[config.mk]
export PLATFORM = sky130hd
export DESIGN_NAME = sdbuf_fifo
export DESIGN_NICKNAME = d
export VERILOG_FILES = /design/src/rtl/sdbuf_pkg.sv /design/src/rtl/sdbuf_ram.sv /design/src/rtl/sdbuf_blkcnt.sv /design/src/rtl/sdbuf_levels.sv /design/src/rtl/sdbuf_fifo.sv
export SDC_FILE = /design/constraint.sdc
export NUM_CORES = 1
export LEC_CHECK = 0
export CORE_MARGIN = 2
export CORE_UTILIZATION = 60
export CTS_CLUSTER_DIAMETER = 100
export DETAILED_ROUTE_END_ITERATION = 16
export DONT_BUFFER_PORTS = 1
export PLACE_DENSITY = 0.76
export SLEW_MARGIN = 40
export SYNTH_ARGS = -nofsm -noshare
export SYNTH_HDL_FRONTEND = slang
export SYNTH_SLANG_ARGS = --single-unit
[constraint.sdc]
create_clock -name clk -period 5.2 [get_ports clk]
set_input_delay 0.52 -clock clk [delete_from_list [all_inputs] [get_ports clk]]
set_output_delay 0.52 -clock clk [all_outputs]
set_load 0.03 [all_outputs]
[src/rtl/sdbuf_pkg.sv]
package sdbuf_pkg;

  localparam int LVL_W = 5;
  localparam int REG_W = 16;

  typedef struct packed {
    logic             rx_dma;
    logic [1:0]       rsv_a;
    logic [LVL_W-1:0] af_lvl;
    logic             tx_dma;
    logic [1:0]       rsv_b;
    logic [LVL_W-1:0] ae_lvl;
  } buf_cfg_t;

  localparam buf_cfg_t CFG_RESET = '{
    rx_dma: 1'b0, rsv_a: 2'b00, af_lvl: {LVL_W{1'b1}},
    tx_dma: 1'b0, rsv_b: 2'b00, ae_lvl: {LVL_W{1'b0}}
  };

  function automatic buf_cfg_t cfg_decode(input logic [REG_W-1:0] v);
    buf_cfg_t c;
    c = buf_cfg_t'(v);
    c.rsv_a = 2'b00;
    c.rsv_b = 2'b00;
    return c;
  endfunction

endpackage

[src/rtl/sdbuf_ram.sv]
module sdbuf_ram #(
  parameter int DEPTH = 32,
  parameter int WIDTH = 16,
  localparam int AW = $clog2(DEPTH)
) (
  input  logic             clk,
  input  logic             we,
  input  logic [AW-1:0]    waddr,
  input  logic [WIDTH-1:0] wdata,
  input  logic [AW-1:0]    raddr,
  output logic [WIDTH-1:0] rdata
);

  logic [WIDTH-1:0] mem [DEPTH];

  always_ff @(posedge clk) begin
    if (we) mem[waddr] <= wdata;
  end

  assign rdata = mem[raddr];

endmodule

[src/rtl/sdbuf_blkcnt.sv]
module sdbuf_blkcnt #(
  parameter int LEN_W = 11,
  localparam int CNT_W = LEN_W + 1
) (
  input  logic             clk,
  input  logic             rst,
  input  logic             len_wr,
  input  logic [LEN_W-1:0] len_val,
  input  logic             num_wr,
  input  logic [LEN_W-1:0] num_val,
  input  logic             step,
  output logic             last_byte,
  output logic             xfer_end
);

  logic [CNT_W-1:0] blen_q, bytes_q, nblk_q, blocks_q;

  assign last_byte = (bytes_q == CNT_W'(1));
  assign xfer_end  = step && last_byte && (blocks_q == CNT_W'(1));

  always_ff @(posedge clk) begin
    if (rst) begin
      blen_q   <= '0;
      bytes_q  <= '0;
      nblk_q   <= '0;
      blocks_q <= '0;
    end else if (len_wr) begin
      blen_q  <= {1'b0, len_val} + CNT_W'(1);
      bytes_q <= {1'b0, len_val} + CNT_W'(1);
    end else if (num_wr) begin
      nblk_q   <= {1'b0, num_val} + CNT_W'(1);
      blocks_q <= {1'b0, num_val} + CNT_W'(1);
      bytes_q  <= blen_q;
    end else if (step) begin
      if (last_byte) begin
        bytes_q <= blen_q;
        if (blocks_q == CNT_W'(1)) blocks_q <= nblk_q;
        else                       blocks_q <= blocks_q - CNT_W'(1);
      end else begin
        bytes_q <= bytes_q - CNT_W'(1);
      end
    end
  end

endmodule

[src/rtl/sdbuf_levels.sv]
module sdbuf_levels
  import sdbuf_pkg::*;
#(
  parameter int DEPTH = 32,
  localparam int CW = $clog2(DEPTH) + 1
) (
  input  logic          clk,
  input  logic          rst,
  input  buf_cfg_t      cfg_n,
  input  logic [CW-1:0] count_n,
  input  logic          active_n,
  input  logic          to_host_n,
  output logic          afull,
  output logic          aempty,
  output logic          rx_req,
  output logic          tx_req
);

  logic quiet, rx_hit, tx_hit;

  always_comb begin
    quiet  = !active_n && (count_n == '0);
    rx_hit = !quiet && to_host_n  && (count_n > CW'(cfg_n.af_lvl));
    tx_hit = !quiet && !to_host_n && (count_n < CW'(cfg_n.ae_lvl));
  end

  always_ff @(posedge clk) begin
    if (rst) begin
      afull  <= 1'b0;
      aempty <= 1'b0;
      rx_req <= 1'b0;
      tx_req <= 1'b0;
    end else begin
      afull  <= rx_hit && !cfg_n.rx_dma;
      rx_req <= rx_hit &&  cfg_n.rx_dma;
      aempty <= tx_hit && !cfg_n.tx_dma;
      tx_req <= tx_hit &&  cfg_n.tx_dma;
    end
  end

endmodule

[src/rtl/sdbuf_fifo.sv]
module sdbuf_fifo
  import sdbuf_pkg::*;
#(
  parameter int DEPTH  = 32,
  parameter int BYTE_W = 8,
  parameter int LEN_W  = 11,
  localparam int WORD_W = 2 * BYTE_W,
  localparam int AW     = $clog2(DEPTH),
  localparam int CW     = AW + 1
) (
  input  logic              clk,
  input  logic              rst,
  input  logic              host_wr_en,
  input  logic [WORD_W-1:0] host_wr_data,
  input  logic              host_rd_en,
  output logic [WORD_W-1:0] host_rd_data,
  output logic              host_underrun,
  input  logic              cfg_wr_en,
  input  logic [REG_W-1:0]  cfg_wr_data,
  input  logic              blen_wr_en,
  input  logic [LEN_W-1:0]  blen_wr_data,
  input  logic              bcnt_wr_en,
  input  logic [LEN_W-1:0]  bcnt_wr_data,
  input  logic              xfer_start,
  input  logic              xfer_to_host,
  input  logic              card_rx_valid,
  input  logic [BYTE_W-1:0] card_rx_data,
  output logic              card_rx_ready,
  output logic              card_tx_valid,
  output logic [BYTE_W-1:0] card_tx_data,
  input  logic              card_tx_ready,
  output logic              stat_afull,
  output logic              stat_aempty,
  output logic              rx_dma_req,
  output logic              tx_dma_req,
  output logic              xfer_done,
  output logic              xfer_active
);

  logic [AW-1:0]     start_q, start_n;
  logic [CW-1:0]     count_q, count_n;
  logic              active_q, active_n;
  logic              dir_q, dir_n;
  logic              phase_q, phase_n;
  logic [BYTE_W-1:0] hold_q;
  logic              done_q;
  buf_cfg_t          cfg_q, cfg_n;
  logic [WORD_W-1:0] head_word, wr_word;
  logic              host_push, host_pop, card_push, card_pop;
  logic              rx_take, tx_take, byte_step, last_byte, xfer_end;
  logic              push, pop;

  // storage
  sdbuf_ram #(.DEPTH(DEPTH), .WIDTH(WORD_W)) u_ram (
    .clk   (clk),
    .we    (push),
    .waddr (start_q + count_q[AW-1:0]),
    .wdata (wr_word),
    .raddr (start_q),
    .rdata (head_word)
  );

  // byte and block accounting
  sdbuf_blkcnt #(.LEN_W(LEN_W)) u_cnt (
    .clk       (clk),
    .rst       (rst),
    .len_wr    (blen_wr_en),
    .len_val   (blen_wr_data),
    .num_wr    (bcnt_wr_en),
    .num_val   (bcnt_wr_data),
    .step      (byte_step),
    .last_byte (last_byte),
    .xfer_end  (xfer_end)
  );

  // card side handshakes
  assign card_rx_ready = active_q && dir_q &&
                         (phase_q || (count_q <= CW'(cfg_q.af_lvl)));
  assign card_tx_valid = active_q && !dir_q && (phase_q || (count_q != '0));
  assign card_tx_data  = phase_q ? head_word[WORD_W-1:BYTE_W] : head_word[BYTE_W-1:0];

  assign rx_take   = card_rx_valid && card_rx_ready;
  assign tx_take   = card_tx_valid && card_tx_ready;
  assign byte_step = rx_take || tx_take;

  // a word moves when its high byte moves, or early on the last byte of a block
  assign card_push = rx_take && (phase_q || last_byte);
  assign card_pop  = tx_take && (phase_q || last_byte);
  assign host_push = host_wr_en && (count_q != CW'(DEPTH));
  assign host_pop  = host_rd_en && (count_q != '0);
  assign push      = host_push || card_push;
  assign pop       = host_pop || card_pop;

  always_comb begin
    if (host_push)    wr_word = host_wr_data;
    else if (phase_q) wr_word = {card_rx_data, hold_q};
    else              wr_word = {{BYTE_W{1'b0}}, card_rx_data};
  end

  always_comb begin
    cfg_n = cfg_wr_en ? cfg_decode(cfg_wr_data) : cfg_q;
    if (xfer_start) begin
      count_n  = '0;
      start_n  = '0;
      active_n = 1'b1;
      dir_n    = xfer_to_host;
      phase_n  = 1'b0;
    end else begin
      count_n  = count_q + CW'(push) - CW'(pop);
      start_n  = start_q + AW'(pop);
      active_n = xfer_end ? 1'b0 : active_q;
      dir_n    = dir_q;
      phase_n  = byte_step ? (!phase_q && !last_byte) : phase_q;
    end
  end

  always_ff @(posedge clk) begin
    if (rst) begin
      start_q       <= '0;
      count_q       <= '0;
      active_q      <= 1'b0;
      dir_q         <= 1'b0;
      phase_q       <= 1'b0;
      hold_q        <= '0;
      done_q        <= 1'b0;
      cfg_q         <= CFG_RESET;
      host_rd_data  <= '0;
      host_underrun <= 1'b0;
    end else begin
      start_q       <= start_n;
      count_q       <= count_n;
      active_q      <= active_n;
      dir_q         <= dir_n;
      phase_q       <= phase_n;
      cfg_q         <= cfg_n;
      host_underrun <= host_rd_en && (count_q == '0);
      if (rx_take && !phase_q) hold_q <= card_rx_data;
      if (host_rd_en)          host_rd_data <= head_word;
      if (xfer_start)          done_q <= 1'b0;
      else if (xfer_end)       done_q <= 1'b1;
    end
  end

  // threshold indications, registered from next state
  sdbuf_levels #(.DEPTH(DEPTH)) u_lvl (
    .clk       (clk),
    .rst       (rst),
    .cfg_n     (cfg_n),
    .count_n   (count_n),
    .active_n  (active_n),
    .to_host_n (dir_n),
    .afull     (stat_afull),
    .aempty    (stat_aempty),
    .rx_req    (rx_dma_req),
    .tx_req    (tx_dma_req)
  );

  assign xfer_done   = done_q;
  assign xfer_active = active_q;

endmodule

==> tab_implementation.tex <==
\begin{tabular}{lr}
\hline
Metric & Value \\
\hline
\multicolumn{2}{l}{\textbf{Timing}} \\
Worst Max-Slew Pin Slew & roughly 0.85 ns \\
Final hold vios & 0 \\
Maximum operating frequency & 213 MHz \\
Portion of the clock cycle consumed by the worst path in the final layout & between 90 and 100\% \\
Max\_slew headroom & a little over two fifths \\
Slew Viols, Final & 0 \\
Accumulated negative setup slack & 0 ns \\
Worst-case clock skew & roughly 0.022 ns \\
Setup-failing EPs final & 0 \\
Setup repair after global routing missed its margin & no \\
Final hold slack & around 0.04 ns \\
Crit path time final & approximately 4.7 ns \\
\multicolumn{2}{l}{\textbf{Floorplanning}} \\
Number of top-level pins & 106 \\
Std-Cell Rows & 75 \\
Die Width & around 210 um \\
Vert. Die Dim & about 210 um \\
Floorplan core area & approximately 42000 um2 \\
Die area & roughly 45000 um2 \\
Starting density of the core & 61.1\% \\
\multicolumn{2}{l}{\textbf{Finish}} \\
Number of fillers in the final layout & around 2700 \\
Post-layout nets & between 1500 and 2000 \\
Combined flip-flop and latch cell area & between 15000 and 20000 um2 \\
Fraction of final layout cells sized beyond drive strength 1 & roughly a fifth \\
Layout overhead on the synthesized area & 12.2\% \\
Footprint of the multi-input gates & approximately 8000 um2 \\
Final instance area & 29000 um2 \\
Diode insertion count for antenna repair & 0 \\
End-of-flow core utilization & 68.6\% \\
\multicolumn{2}{l}{\textbf{Detailed routing}} \\
DR vias & between 15000 and 20000 \\
Average wire length per cell after detail routing & between 20 and 30 um \\
\# DRC & 0 \\
Total routed wirelength & roughly 61000 um \\
Starting DRC count in detailed routing & around 1600 \\
Via density per instance & about 6.7 \\
Drt pass-1 iters & 6 \\
Number of antenna-violating nets in the routed design & 0 \\
\multicolumn{2}{l}{\textbf{Clocking}} \\
TritonCTS clock tree & done \\
Skew-Pair Late Insertion Delay & between 0.6 and 0.7 ns \\
CTS Buf Count & 60 \\
Clock-pin slew on the worst setup and hold paths & approximately 0.060 ns \\
Worst-case clock buffer depth & 3 \\
Clock tree sinks & 616 \\
CTS root buf & sky130\_fd\_sc\_hd\_\_clkbuf\_16 \\
H-tree depth & 2 \\
\multicolumn{2}{l}{\textbf{Critical path}} \\
Startpoint of the worst setup timing path & count\_q[3] \\
Bufs and invs on worst path & 1 \\
Slowest-stage cell, CP & sky130\_fd\_sc\_hd\_\_a311oi\_2 \\
R2r setup slk & slightly above 0.5 ns \\
Delay contributed by the slowest stage of the critical path & $\sim$0.52 ns \\
Most Frequent Cell on Critical Path & sky130\_fd\_sc\_hd\_\_ha\_1 \\
Data required time of the critical path & about 5.7 ns \\
Series of cell instances along the critical path & ha\_1 > and4b\_1 > and3\_1 > a311oi\_2 > o31a\_1 > ha\_1 > inv\_1 > ha\_1 > fa\_1 > a21oi\_1 > o21bai\_1 > xnor2\_1 > nor2\_1 > ha\_1 > a211o\_1 > a31oi\_1 > nor4bb\_1 \\
Cell family contributing the most delay on the critical path & compound AO/OA/AOI/OAI gates \\
Highest net fanout along the worst path & 5 \\
Nature of the critical path startpoint & flop \\
Startpoint of the worst register-to-register path & count\_q[3] \\
Arrival time at the worst endpoint & 5.21 ns \\
Classification of the worst setup path & flop to flop \\
Critical path endpoint category & flop \\
\multicolumn{2}{l}{\textbf{Synthesis}} \\
Sequential element share of the synthesized area & 67.6\% \\
Post-Syn Area & 25800 um2 \\
Fraction of registers with async set or reset after synthesis & 0\% \\
Library cell with the largest summed area after synthesis & sky130\_fd\_sc\_hd\_\_edfxtp\_1 \\
Dominant cells by area after synthesis & sky130\_fd\_sc\_hd\_\_edfxtp\_1 (60\%), sky130\_fd\_sc\_hd\_\_mux4\_2 (8.6\%), sky130\_fd\_sc\_hd\_\_dfxtp\_1 (8.1\%) \\
Synthesis warning total & 0 \\
FF+latch count, synth & approximately 620 \\
Mapped Avg Cell Area & roughly 16 um2 \\
Area share of the largest cell type after synthesis & between 50\% and 60\% \\
Top cells by count, synth & sky130\_fd\_sc\_hd\_\_edfxtp\_1 (512), sky130\_fd\_sc\_hd\_\_nand2\_1 (115), sky130\_fd\_sc\_hd\_\_mux2i\_1 (106) \\
Number of nets in the synthesized netlist & 1767 \\
Number of library cell types mapped by synthesis & 74 \\
Synthesized instance count & 1657 \\
EDFF count, synth & between 500 and 600 \\
Main flop type after synthesis & sky130\_fd\_sc\_hd\_\_edfxtp\_1 \\
Most numerous cell in the Yosys netlist & sky130\_fd\_sc\_hd\_\_edfxtp\_1 \\
\multicolumn{2}{l}{\textbf{Placement}} \\
IO buf count & 0 \\
Routability congestion estimate from global placement & slightly below 0.9 \\
Dpl hpwl & around 36000 um \\
Post-DP Area & between 20000 and 30000 um2 \\
\multicolumn{2}{l}{\textbf{Worst hold path}} \\
Type of the tightest min-delay check & input port to flop \\
Hold wc startpoint & blen\_wr\_en \\
\multicolumn{2}{l}{\textbf{Global routing}} \\
Vias in the first global route & 15000 \\
Overflow left after global routing & 0 \\
First-pass GRT wire length & between 90000 and 100000 um \\
Global-route usage over all layers & $\sim$28\% \\
Initial antenna violation count & 0 \\
Largest net degree at the start of global routing & around 80 \\
\multicolumn{2}{l}{\textbf{Job}} \\
Max Cap Violations & 0 \\
\multicolumn{2}{l}{\textbf{Power and ir drop}} \\
P per Cell Area & 439 nW/um2 \\
Overall power of the completed layout & 12.7 mW \\
Total leakage power & about 9.4 nW \\
VDD IR-drop max & 0.329 mV \\
\multicolumn{2}{l}{\textbf{Outcome}} \\
Run status & completed \\
\hline
\end{tabular}
==> cell families (layout without fill, tap and decap cells) <==
logic type	count (synthesis)	in the layout	synth area share [%]
multiplexers	209	209	12.9
buffers and inverters	117	203	1.93
AO/OA/AOI/OAI	258	258	6.77
flip-flops	616	616	67.6
AND/OR/NAND/NOR	376	376	7.43
adder cells (fa/ha/maj)	37	37	1.85
XOR/XNOR	44	44	1.49
==> report_power, final <==
part           leakage (nW)  internal, mW  switching, mW
clock                 0.976          2.62           1.88
sequential             5.52          5.75          0.209
combinational          2.87         0.838           1.42
==> layer usage <==
| layer | GRT usage, % | up-vias | share of wire [%] |
|---|---|---|---|
| met5 | 0 | - | 0 |
| li1 | - | 6611 | - |
| met2 | 43.7 | 764 | 48 |
| met1 | 39.8 | 7750 | 40 |
| met3 | 5.28 | 107 | 9.5 |
| met4 | 9.64 | 0 | 2.6 |
==> flip-flops by register name, indices dropped and copies added (netlist names), 5 cells and up <==
register / flops
cfg_q: 12
count_q: 6
hold_q: 8
host_rd_data: 16
start_q: 5
u_cnt.blen_q: 12
u_cnt.blocks_q: 12
u_cnt.bytes_q: 12
u_cnt.nblk_q: 12
u_ram.mem: 512
==> cells in the final DEF (no fill, tap or decap), types with 14 or more instances in the layout <==
| cell type | count |
|---|---|
| sky130_fd_sc_hd__nor2_1 | 85 |
| sky130_fd_sc_hd__a21oi_1 | 45 |
| sky130_fd_sc_hd__nand3_1 | 22 |
| sky130_fd_sc_hd__nand2_1 | 115 |
| sky130_fd_sc_hd__buf_4 | 61 |
| sky130_fd_sc_hd__o221ai_1 | 16 |
| sky130_fd_sc_hd__a211oi_1 | 34 |
| sky130_fd_sc_hd__o21ai_2 | 15 |
| sky130_fd_sc_hd__dfxtp_1 | 101 |
| sky130_fd_sc_hd__clkbuf_16 | 60 |
| sky130_fd_sc_hd__nor3_1 | 19 |
| sky130_fd_sc_hd__nor3_2 | 32 |
| sky130_fd_sc_hd__edfxtp_1 | 512 |
| sky130_fd_sc_hd__mux4_2 | 98 |
| sky130_fd_sc_hd__o21ai_0 | 23 |
| sky130_fd_sc_hd__nand2b_1 | 27 |
| sky130_fd_sc_hd__a22oi_1 | 31 |
| sky130_fd_sc_hd__xor2_1 | 23 |
| sky130_fd_sc_hd__o22ai_1 | 33 |
| sky130_fd_sc_hd__nand4_1 | 14 |
| sky130_fd_sc_hd__mux2i_1 | 106 |
| sky130_fd_sc_hd__xnor2_1 | 21 |
| sky130_fd_sc_hd__ha_1 | 35 |
| sky130_fd_sc_hd__inv_1 | 21 |
==> area by class of cell <==
cell class,count,share of cell area [%]
multi-input combinational,924,27.8
clock inverter,44,1.87
clock buffer,65,5.25
sequential,616,60.3
timing repair buffer,71,2.11
tap,539,2.33
inverter,23,0.298
==> metrics by stage <==
stage | std cells | setup slack (ns)
final | 2282 | 0.515
after global routing | 2282 | 0.264
after detailed placement | 2166 | 0.695
after floorplan | 1657 | 1.22
after global placement | 2162 | 0.818
after CTS | 2280 | 0.638
==> repair_timing <==
action	4_1_cts	5_1_grt
endpoints found under the hold margin	80	0
buffers inserted	0	0
resized for setup	0	0
hold buffers	5	0
==> worst paths after layout <==
check / to / cells past startpoint
worst min register to register: u_cnt.blen_q[2] / 2
worst min-delay path: u_cnt.blen_q[8] / 1
worst max register to register: u_lvl.tx_req / 17
worst max-delay path: u_lvl.tx_req / 17
Note: power is estimated with default switching activity, not from simulation.
